`config.mk`:
```
export PLATFORM = sky130hd
export DESIGN_NAME = can_txpend
export DESIGN_NICKNAME = d
export VERILOG_FILES = /design/src/rtl/tp_pkg.sv /design/src/rtl/tp_bus.sv /design/src/rtl/tp_pick.sv /design/src/rtl/tp_core.sv /design/src/rtl/can_txpend.sv
export SDC_FILE = /design/constraint.sdc
export NUM_CORES = 1
export LEC_CHECK = 0
export ABC_CLOCK_PERIOD_IN_PS = 63800
export BUFFER_PORTS_ARGS = -buffer_cell sky130_fd_sc_hd__buf_2
export CAP_MARGIN = 40
export CORE_AREA = 4 4 126 219
export CTS_CLUSTER_SIZE = 8
export DETAILED_ROUTE_END_ITERATION = 7
export DIE_AREA = 0 0 130 223
export PLACE_DENSITY = 0.73
export SLEW_MARGIN = 40
export SYNTH_ARGS = -nofsm -noshare
export SYNTH_HDL_FRONTEND = slang
export SYNTH_SLANG_ARGS = --single-unit
```
`constraint.sdc`:
```
create_clock -name clk -period 63.8 [get_ports clk]
set_input_delay 6.38 -clock clk [delete_from_list [all_inputs] [get_ports clk]]
set_output_delay 6.38 -clock clk [all_outputs]
set_load 0.005 [all_outputs]
```
`src/rtl/tp_pkg.sv`:
```
package tp_pkg;
  localparam int DW = 16;
  localparam int AW = 8;

  localparam logic [AW-1:0] OFS_IRQ     = 8'h08;
  localparam logic [AW-1:0] OFS_PEND_HI = 8'h20;
  localparam logic [AW-1:0] OFS_PEND_LO = 8'h22;
  localparam logic [AW-1:0] OFS_CANCEL  = 8'h26;
  localparam logic [AW-1:0] OFS_ABACK   = 8'h2A;

  localparam int IRQ_EMPTY_BIT = 8;

  typedef enum logic [1:0] {
    RES_SENT = 2'b00,
    RES_ARB  = 2'b01,
    RES_ERR  = 2'b10
  } eng_res_t;
endpackage

```
`src/rtl/tp_bus.sv`:
```
module tp_bus
  import tp_pkg::*;
#(
  parameter int NMBX = 16
) (
  input  logic            clk,
  input  logic            rst,
  input  logic            bus_sel,
  input  logic            bus_wr,
  input  logic [AW-1:0]   bus_addr,
  input  logic [DW-1:0]   bus_wdata,
  input  logic [NMBX-1:0] pend_q,
  input  logic [NMBX-1:0] cxl_q,
  input  logic [NMBX-1:0] aback_q,
  input  logic            irq_q,
  output logic [NMBX-1:0] set_req,
  output logic [NMBX-1:0] cxl_req,
  output logic [NMBX-1:0] aback_clr,
  output logic            irq_clr,
  output logic [DW-1:0]   bus_rdata
);
  logic            wr_en, rd_en;
  logic [NMBX-1:0] shadow_q;
  logic            armed_q;
  logic [DW-1:0]   rd_mux;

  assign wr_en = bus_sel && bus_wr;
  assign rd_en = bus_sel && !bus_wr;

  assign set_req   = (wr_en && bus_addr == OFS_PEND_LO) ? bus_wdata[NMBX-1:0] : '0;
  assign cxl_req   = (wr_en && bus_addr == OFS_CANCEL)  ? bus_wdata[NMBX-1:0] : '0;
  assign aback_clr = (wr_en && bus_addr == OFS_ABACK)   ? bus_wdata[NMBX-1:0] : '0;
  assign irq_clr   = wr_en && bus_addr == OFS_IRQ && bus_wdata[IRQ_EMPTY_BIT];

  always_comb begin
    rd_mux = '0;
    case (bus_addr)
      OFS_PEND_LO: rd_mux = armed_q ? DW'(shadow_q) : DW'(pend_q);
      OFS_CANCEL:  rd_mux = DW'(cxl_q);
      OFS_ABACK:   rd_mux = DW'(aback_q);
      OFS_IRQ:     rd_mux[IRQ_EMPTY_BIT] = irq_q;
      default:     rd_mux = '0;
    endcase
  end

  always_ff @(posedge clk) begin
    if (rst) begin
      bus_rdata <= '0;
      shadow_q  <= '0;
      armed_q   <= 1'b0;
    end else begin
      if (rd_en) bus_rdata <= rd_mux;
      if (bus_sel) armed_q <= rd_en && bus_addr == OFS_PEND_HI;
      if (rd_en && bus_addr == OFS_PEND_HI) shadow_q <= pend_q;
    end
  end
endmodule

```
`src/rtl/tp_pick.sv`:
```
module tp_pick #(
  parameter int NMBX = 16,
  parameter int IDW  = 11,
  localparam int MBW = $clog2(NMBX)
) (
  input  logic [NMBX-1:0]     cand,
  input  logic [NMBX*IDW-1:0] ids_flat,
  input  logic                by_number,
  output logic                win_any,
  output logic [MBW-1:0]      win_mbx
);
  logic [IDW-1:0] id_arr [NMBX];

  for (genvar g = 0; g < NMBX; g++) begin : g_unpack
    assign id_arr[g] = ids_flat[g*IDW +: IDW];
  end

  logic [IDW-1:0] best_id;

  always_comb begin
    win_any = 1'b0;
    win_mbx = '0;
    best_id = '0;
    for (int m = 1; m < NMBX; m++) begin
      if (cand[m] && (!win_any || by_number || id_arr[m] <= best_id)) begin
        win_any = 1'b1;
        win_mbx = m[MBW-1:0];
        best_id = id_arr[m];
      end
    end
  end
endmodule

```
`src/rtl/tp_core.sv`:
```
module tp_core
  import tp_pkg::*;
#(
  parameter int NMBX = 16,
  localparam int MBW = $clog2(NMBX)
) (
  input  logic            clk,
  input  logic            rst,
  input  logic [NMBX-1:0] set_req,
  input  logic [NMBX-1:0] cxl_req,
  input  logic [NMBX-1:0] aback_clr,
  input  logic            irq_clr,
  input  logic [NMBX-1:0] mbx_is_tx,
  input  logic [NMBX-1:0] mbx_no_retry,
  input  logic            eng_start,
  input  logic            eng_done,
  input  logic [1:0]      eng_result,
  input  logic            win_any,
  input  logic [MBW-1:0]  win_mbx,
  output logic [NMBX-1:0] eligible_d,
  output logic [NMBX-1:0] pend_q,
  output logic [NMBX-1:0] cxl_q,
  output logic [NMBX-1:0] aback_q,
  output logic            irq_q,
  output logic            busy_q,
  output logic [MBW-1:0]  cur_q,
  output logic            offer_valid,
  output logic [MBW-1:0]  offer_mbx
);
  localparam logic [NMBX-1:0] SLOT_MASK = ~NMBX'(1);

  logic [NMBX-1:0] pend_d, cxl_d, aback_d;
  logic            irq_d, busy_d;
  logic [MBW-1:0]  cur_d;

  always_comb begin
    pend_d  = pend_q;
    cxl_d   = cxl_q;
    aback_d = aback_q & ~aback_clr;
    irq_d   = irq_q && !irq_clr;
    busy_d  = busy_q;
    cur_d   = cur_q;

    if (!busy_q && eng_start && offer_valid) begin
      busy_d = 1'b1;
      cur_d  = offer_mbx;
    end

    if (busy_q && eng_done) begin
      busy_d = 1'b0;
      if (eng_result == RES_SENT) begin
        pend_d[cur_q] = 1'b0;
        cxl_d[cur_q]  = 1'b0;
        irq_d         = 1'b1;
      end else if (cxl_q[cur_q] || mbx_no_retry[cur_q]) begin
        pend_d[cur_q]  = 1'b0;
        cxl_d[cur_q]   = 1'b0;
        aback_d[cur_q] = 1'b1;
        irq_d          = 1'b1;
      end
    end

    for (int m = 1; m < NMBX; m++) begin
      if (cxl_q[m] && !(busy_q && cur_q == m[MBW-1:0])) begin
        pend_d[m]  = 1'b0;
        cxl_d[m]   = 1'b0;
        aback_d[m] = 1'b1;
        irq_d      = 1'b1;
      end
    end

    cxl_d  = cxl_d | (cxl_req & pend_q & SLOT_MASK);
    pend_d = pend_d | (set_req & mbx_is_tx & SLOT_MASK);
  end

  assign eligible_d = pend_d & ~cxl_d;

  always_ff @(posedge clk) begin
    if (rst) begin
      pend_q      <= '0;
      cxl_q       <= '0;
      aback_q     <= '0;
      irq_q       <= 1'b0;
      busy_q      <= 1'b0;
      cur_q       <= '0;
      offer_valid <= 1'b0;
      offer_mbx   <= '0;
    end else begin
      pend_q      <= pend_d;
      cxl_q       <= cxl_d;
      aback_q     <= aback_d;
      irq_q       <= irq_d;
      busy_q      <= busy_d;
      cur_q       <= cur_d;
      offer_valid <= !busy_d && win_any;
      offer_mbx   <= win_mbx;
    end
  end
endmodule

```
`src/rtl/can_txpend.sv`:
```
module can_txpend
  import tp_pkg::*;
#(
  parameter int NMBX = 16,
  parameter int IDW  = 11,
  localparam int MBW = $clog2(NMBX)
) (
  input  logic                clk,
  input  logic                rst,
  input  logic                bus_sel,
  input  logic                bus_wr,
  input  logic [AW-1:0]       bus_addr,
  input  logic [DW-1:0]       bus_wdata,
  output logic [DW-1:0]       bus_rdata,
  input  logic                prio_by_number,
  input  logic [NMBX-1:0]     mbx_is_tx,
  input  logic [NMBX-1:0]     mbx_no_retry,
  input  logic [NMBX*IDW-1:0] mbx_id_flat,
  output logic                offer_valid,
  output logic [MBW-1:0]      offer_mbx,
  input  logic                eng_start,
  input  logic                eng_done,
  input  logic [1:0]          eng_result,
  output logic                irq_mbx_empty
);
  logic [NMBX-1:0] set_req, cxl_req, aback_clr, eligible_d;
  logic [NMBX-1:0] pend_q, cxl_q, aback_q;
  logic            irq_clr, irq_q, busy_q, win_any;
  logic [MBW-1:0]  cur_q, win_mbx;

  tp_bus #(.NMBX(NMBX)) u_bus (
    .clk(clk), .rst(rst), .bus_sel(bus_sel), .bus_wr(bus_wr),
    .bus_addr(bus_addr), .bus_wdata(bus_wdata),
    .pend_q(pend_q), .cxl_q(cxl_q), .aback_q(aback_q), .irq_q(irq_q),
    .set_req(set_req), .cxl_req(cxl_req), .aback_clr(aback_clr),
    .irq_clr(irq_clr), .bus_rdata(bus_rdata)
  );

  tp_pick #(.NMBX(NMBX), .IDW(IDW)) u_pick (
    .cand(eligible_d), .ids_flat(mbx_id_flat), .by_number(prio_by_number),
    .win_any(win_any), .win_mbx(win_mbx)
  );

  tp_core #(.NMBX(NMBX)) u_core (
    .clk(clk), .rst(rst), .set_req(set_req), .cxl_req(cxl_req),
    .aback_clr(aback_clr), .irq_clr(irq_clr), .mbx_is_tx(mbx_is_tx),
    .mbx_no_retry(mbx_no_retry), .eng_start(eng_start), .eng_done(eng_done),
    .eng_result(eng_result), .win_any(win_any), .win_mbx(win_mbx),
    .eligible_d(eligible_d), .pend_q(pend_q), .cxl_q(cxl_q),
    .aback_q(aback_q), .irq_q(irq_q), .busy_q(busy_q), .cur_q(cur_q),
    .offer_valid(offer_valid), .offer_mbx(offer_mbx)
  );

  assign irq_mbx_empty = irq_q;
endmodule

```
==> impl_metrics.json <==
{
  "status": "completed",
  "timing.critical_path.arrival_ns": 41.48,
  "critical_path.max_stage_delay_ns": 0.73,
  "final_period_demand_of_the_worst_path_ns": 41.22,
  "dpl.hpwl_um": 31200,
  "design.die.area_um2": 29000,
  "synth_enable_flop_cells": 0,
  "drt_first_iter_violations": 846,
  "post_cts.repair.setup_buffers": 0,
  "r2r_cells": 176,
  "ys_seq_area_frac": 0.164,
  "cts-resized-gates": 0,
  "die_h_um": 223,
  "period_share": 0.646,
  "post_drt_via_cell_ratio": 5.94,
  "crit-reg2reg-capture": "u_core.offer_mbx[2]$_SDFF_PP0_",
  "final_common_cell": "buf_2",
  "grt_pass1_wl_um": 59000,
  "grt_antenna_before_repair": 1,
  "finalNetCount": 2147,
  "fin_tns_setup_ns": 0,
  "worstHoldStart": "u_core.aback_q[8]$_SDFF_PP0_",
  "worstMarginPinSlew_ns": 0.834,
  "seq_cell_area_um2": 1840,
  "rsz0062_at_grt": "no",
  "core.rowCount": 78,
  "ant_nets": 0,
  "hp-class": "reg -> reg",
  "io_buffers": 250,
  "worstSkewPairLatency_ns": 0.34,
  "r2r-start": "u_core.cur_q[2]$_SDFFE_PP0P_",
  "drc_errors": 0,
  "yosysUniqueCellTypes": 93,
  "critical-path-top-cell-by-count": "a21oi_1",
  "worstHoldPathCells": 2,
  "total_power_per_unit_cell_area_nw_per_um2": 11.2,
  "groute.usage.overall": 0.252,
  "report.final.slew_viol_count": 0,
  "timing.critical_path.required_ns": 64.07,
  "leakage_nw": 5.73,
  "finished_core_util": 0.510,
  "fraction_of_final_layout_cells_with_drive_strength_greater_than_1": 0.198,
  "max-vdd-ir-drop_v": 0.0000112,
  "routed_wirelength_um": 37800,
  "clock_path_buffers": 2,
  "cts_num_sinks": 92,
  "grt_start_max_net_pins": 93,
  "hold_violations": 0,
  "inserted_clock_buffers": 9,
  "final_cell_mix": "250 x buf_2, 192 x nor2_1, 171 x nand2_1",
  "synthArstFlopShare": 0,
  "cts.clk_slew.worst_paths_ns": 0.07,
  "post_synthesis_cell_area_um2": 11200,
  "start_util": 0.436,
  "maxSlewHeadroom": 0.443,
  "placed_cells": 2069,
  "detail_route.first_pass.iterations": 5,
  "via_count": 12395,
  "overflow": 0,
  "max_freq_mhz": 24.3,
  "detail_route.wl_per_cell_um": 18.1,
  "synthCells": 1546,
  "synthesis.area_per_instance_um2": 7.26,
  "dominantRegCellSynth": "dfxtp_1",
  "die-width_um": 130,
  "ctsHtreeMaxLevel": 3,
  "ys_warn_count": 0,
  "synth-seq-cells": 92,
  "pin_count": 263,
  "worst-path-max-fanout": 26,
  "critical_path_top_delay_cell": "or4_1",
  "fin_cells": 2086,
  "ctsRootBufferMaster": "clkbuf_16",
  "setup_viol_count_final": 0,
  "r2r_slack_ns": 28.73,
  "areaGrowthSynthToFinish_pct": 17.0,
  "postCtsHoldBufs": 0,
  "vias_in_the_first_global_route": 12119,
  "total_area_of_multi_input_combinational_cells_um2": 8790,
  "standard_cell_core_area_um2": 25800,
  "synth_nets": 1933,
  "critPathCaptureType": "register",
  "clock_skew_ns": 0.00929,
  "nFillCells": 2565,
  "crit_path_start_kind": "primary input",
  "cts_tree": "yes",
  "holdPathEnd": "u_core.aback_q[8]$_SDFF_PP0_",
  "place_congestion": 0.944,
  "maximum_capacitance_violations": 0,
  "setup.worst_path.class": "in -> reg"
}
[synthesized netlist by cell type, types with 5 or more instances]
cell type,count,area share
a211o_1,8,0.0062
a41oi_1,6,0.0047
o21a_1,30,0.020
or3_1,13,0.0072
nand4_1,21,0.012
o21ai_2,9,0.0070
nand3_1,41,0.018
dfxtp_1,92,0.16
o21ai_0,75,0.033
nor2_1,193,0.065
nand2_1,171,0.057
a211oi_1,10,0.0067
nor3b_1,8,0.0053
and3_1,27,0.015
nand2b_1,32,0.018
inv_1,92,0.031
a31oi_1,44,0.025
a21oi_1,114,0.051
a21o_1,19,0.013
buf_1,5,0.0017
o211ai_1,7,0.0047
and2_1,8,0.0045
nor2b_1,30,0.017
o31ai_1,6,0.0040
nor3_1,40,0.018
a22oi_1,16,0.011
nor4_1,6,0.0033
buf_2,7,0.0031
o221ai_1,11,0.0086
clkbuf_1,53,0.018
mux2i_1,91,0.081
ha_1,146,0.16
mux2_2,8,0.0080
[flip-flops by register name, summed over array words and instances, names as in the netlist, named ones only]
register            count
u_core.irq_q            1
u_bus.armed_q           1
u_core.cxl_q           15
u_core.cur_q            4
u_core.offer_mbx        4
u_core.pend_q          15
u_core.busy_q           1
u_core.aback_q         16
u_core.offer_valid      1
u_bus.shadow_q         16
u_bus.bus_rdata        16
[layer usage]
layer | track usage | vias to the layer above | wire length [µm]
met1 | 0.263 | 5746 | 13700
li1 | - | 6074 | -
met5 | 0 | - | 0
met3 | 0.0283 | 132 | 1900
met4 | 0.135 | 0 | 2170
met2 | 0.476 | 443 | 20100
[cell families (layout without fill, tap and decap cells)]
logic type / after synthesis / in the layout / share of synthesized area
xor gates and xnor gates: 2 / 2 / 0.00156
and+or+nand+nor: 622 / 622 / 0.265
buffers and inverters: 161 / 380 / 0.0573
adders and majority gates: 147 / 147 / 0.164
AOI/OAI and AO/OA: 421 / 421 / 0.255
DFF: 92 / 92 / 0.164
other: 0 / 1 / 0
muxes: 101 / 101 / 0.0932
[report_power, final]
| part | switching [W] | total (W) | internal, W |
|---|---|---|---|
| combinational | 0.0000167 | 0.0000298 | 0.0000131 |
| sequential | 0.0000000117 | 0.0000574 | 0.0000574 |
| clock | 0.0000244 | 0.0000593 | 0.0000349 |
| total | 0.0000411 | 0.000147 | 0.000105 |
[per-stage QoR]
stage	cell area [µm²]	setup slack, ns	total power, W	hold slack (ns)
4_1_cts	13100	22.44	0.000147	0.482
3_5_place_dp	12800	22.27	0.0000881	0.471
5_1_grt	13100	18.99	0.000153	0.504
2_1_floorplan	11200	26.06	0.0000737	0.451
3_3_place_gp	12800	22.69	0.0000875	0.465
6_report	13100	22.58	0.000147	0.483
[final cells by class]
cell class / instances / area share
diodes: 1 / 0.000191
flip-flops and latches: 92 / 0.140
multi-input cells: 1293 / 0.670
clock inverters: 7 / 0.00791
repair buffers: 272 / 0.108
inverters: 92 / 0.0263
clock buffers: 9 / 0.0172
well taps: 320 / 0.0305
[worst max-delay path, delay by kind of cell]
kind            cells  cell delay, ns
compound gates     85           17.10
fa+ha+maj          15            4.51
buf+inv            15            2.36
mux                 6            1.71
simple gates       57            9.37
[how the worst max path moves through the flow]
stage	startpoint	end	slack, ns	depth (start not counted)
6_report	bus_addr[0]	u_core.offer_mbx[2]$_SDFF_PP0_	22.58	178
2_1_floorplan	bus_addr[0]	u_core.offer_mbx[2]$_SDFF_PP0_	26.06	189
4_1_cts	bus_addr[0]	u_core.offer_mbx[3]$_SDFF_PP0_	22.44	178
3_5_place_dp	bus_addr[0]	u_core.offer_mbx[3]$_SDFF_PP0_	22.27	177
3_3_place_gp	bus_addr[0]	u_core.offer_mbx[2]$_SDFF_PP0_	22.69	178
5_1_grt	bus_addr[0]	u_core.offer_mbx[3]$_SDFF_PP0_	18.99	179
No activity file was read; power rests on OpenSTA's default activity.
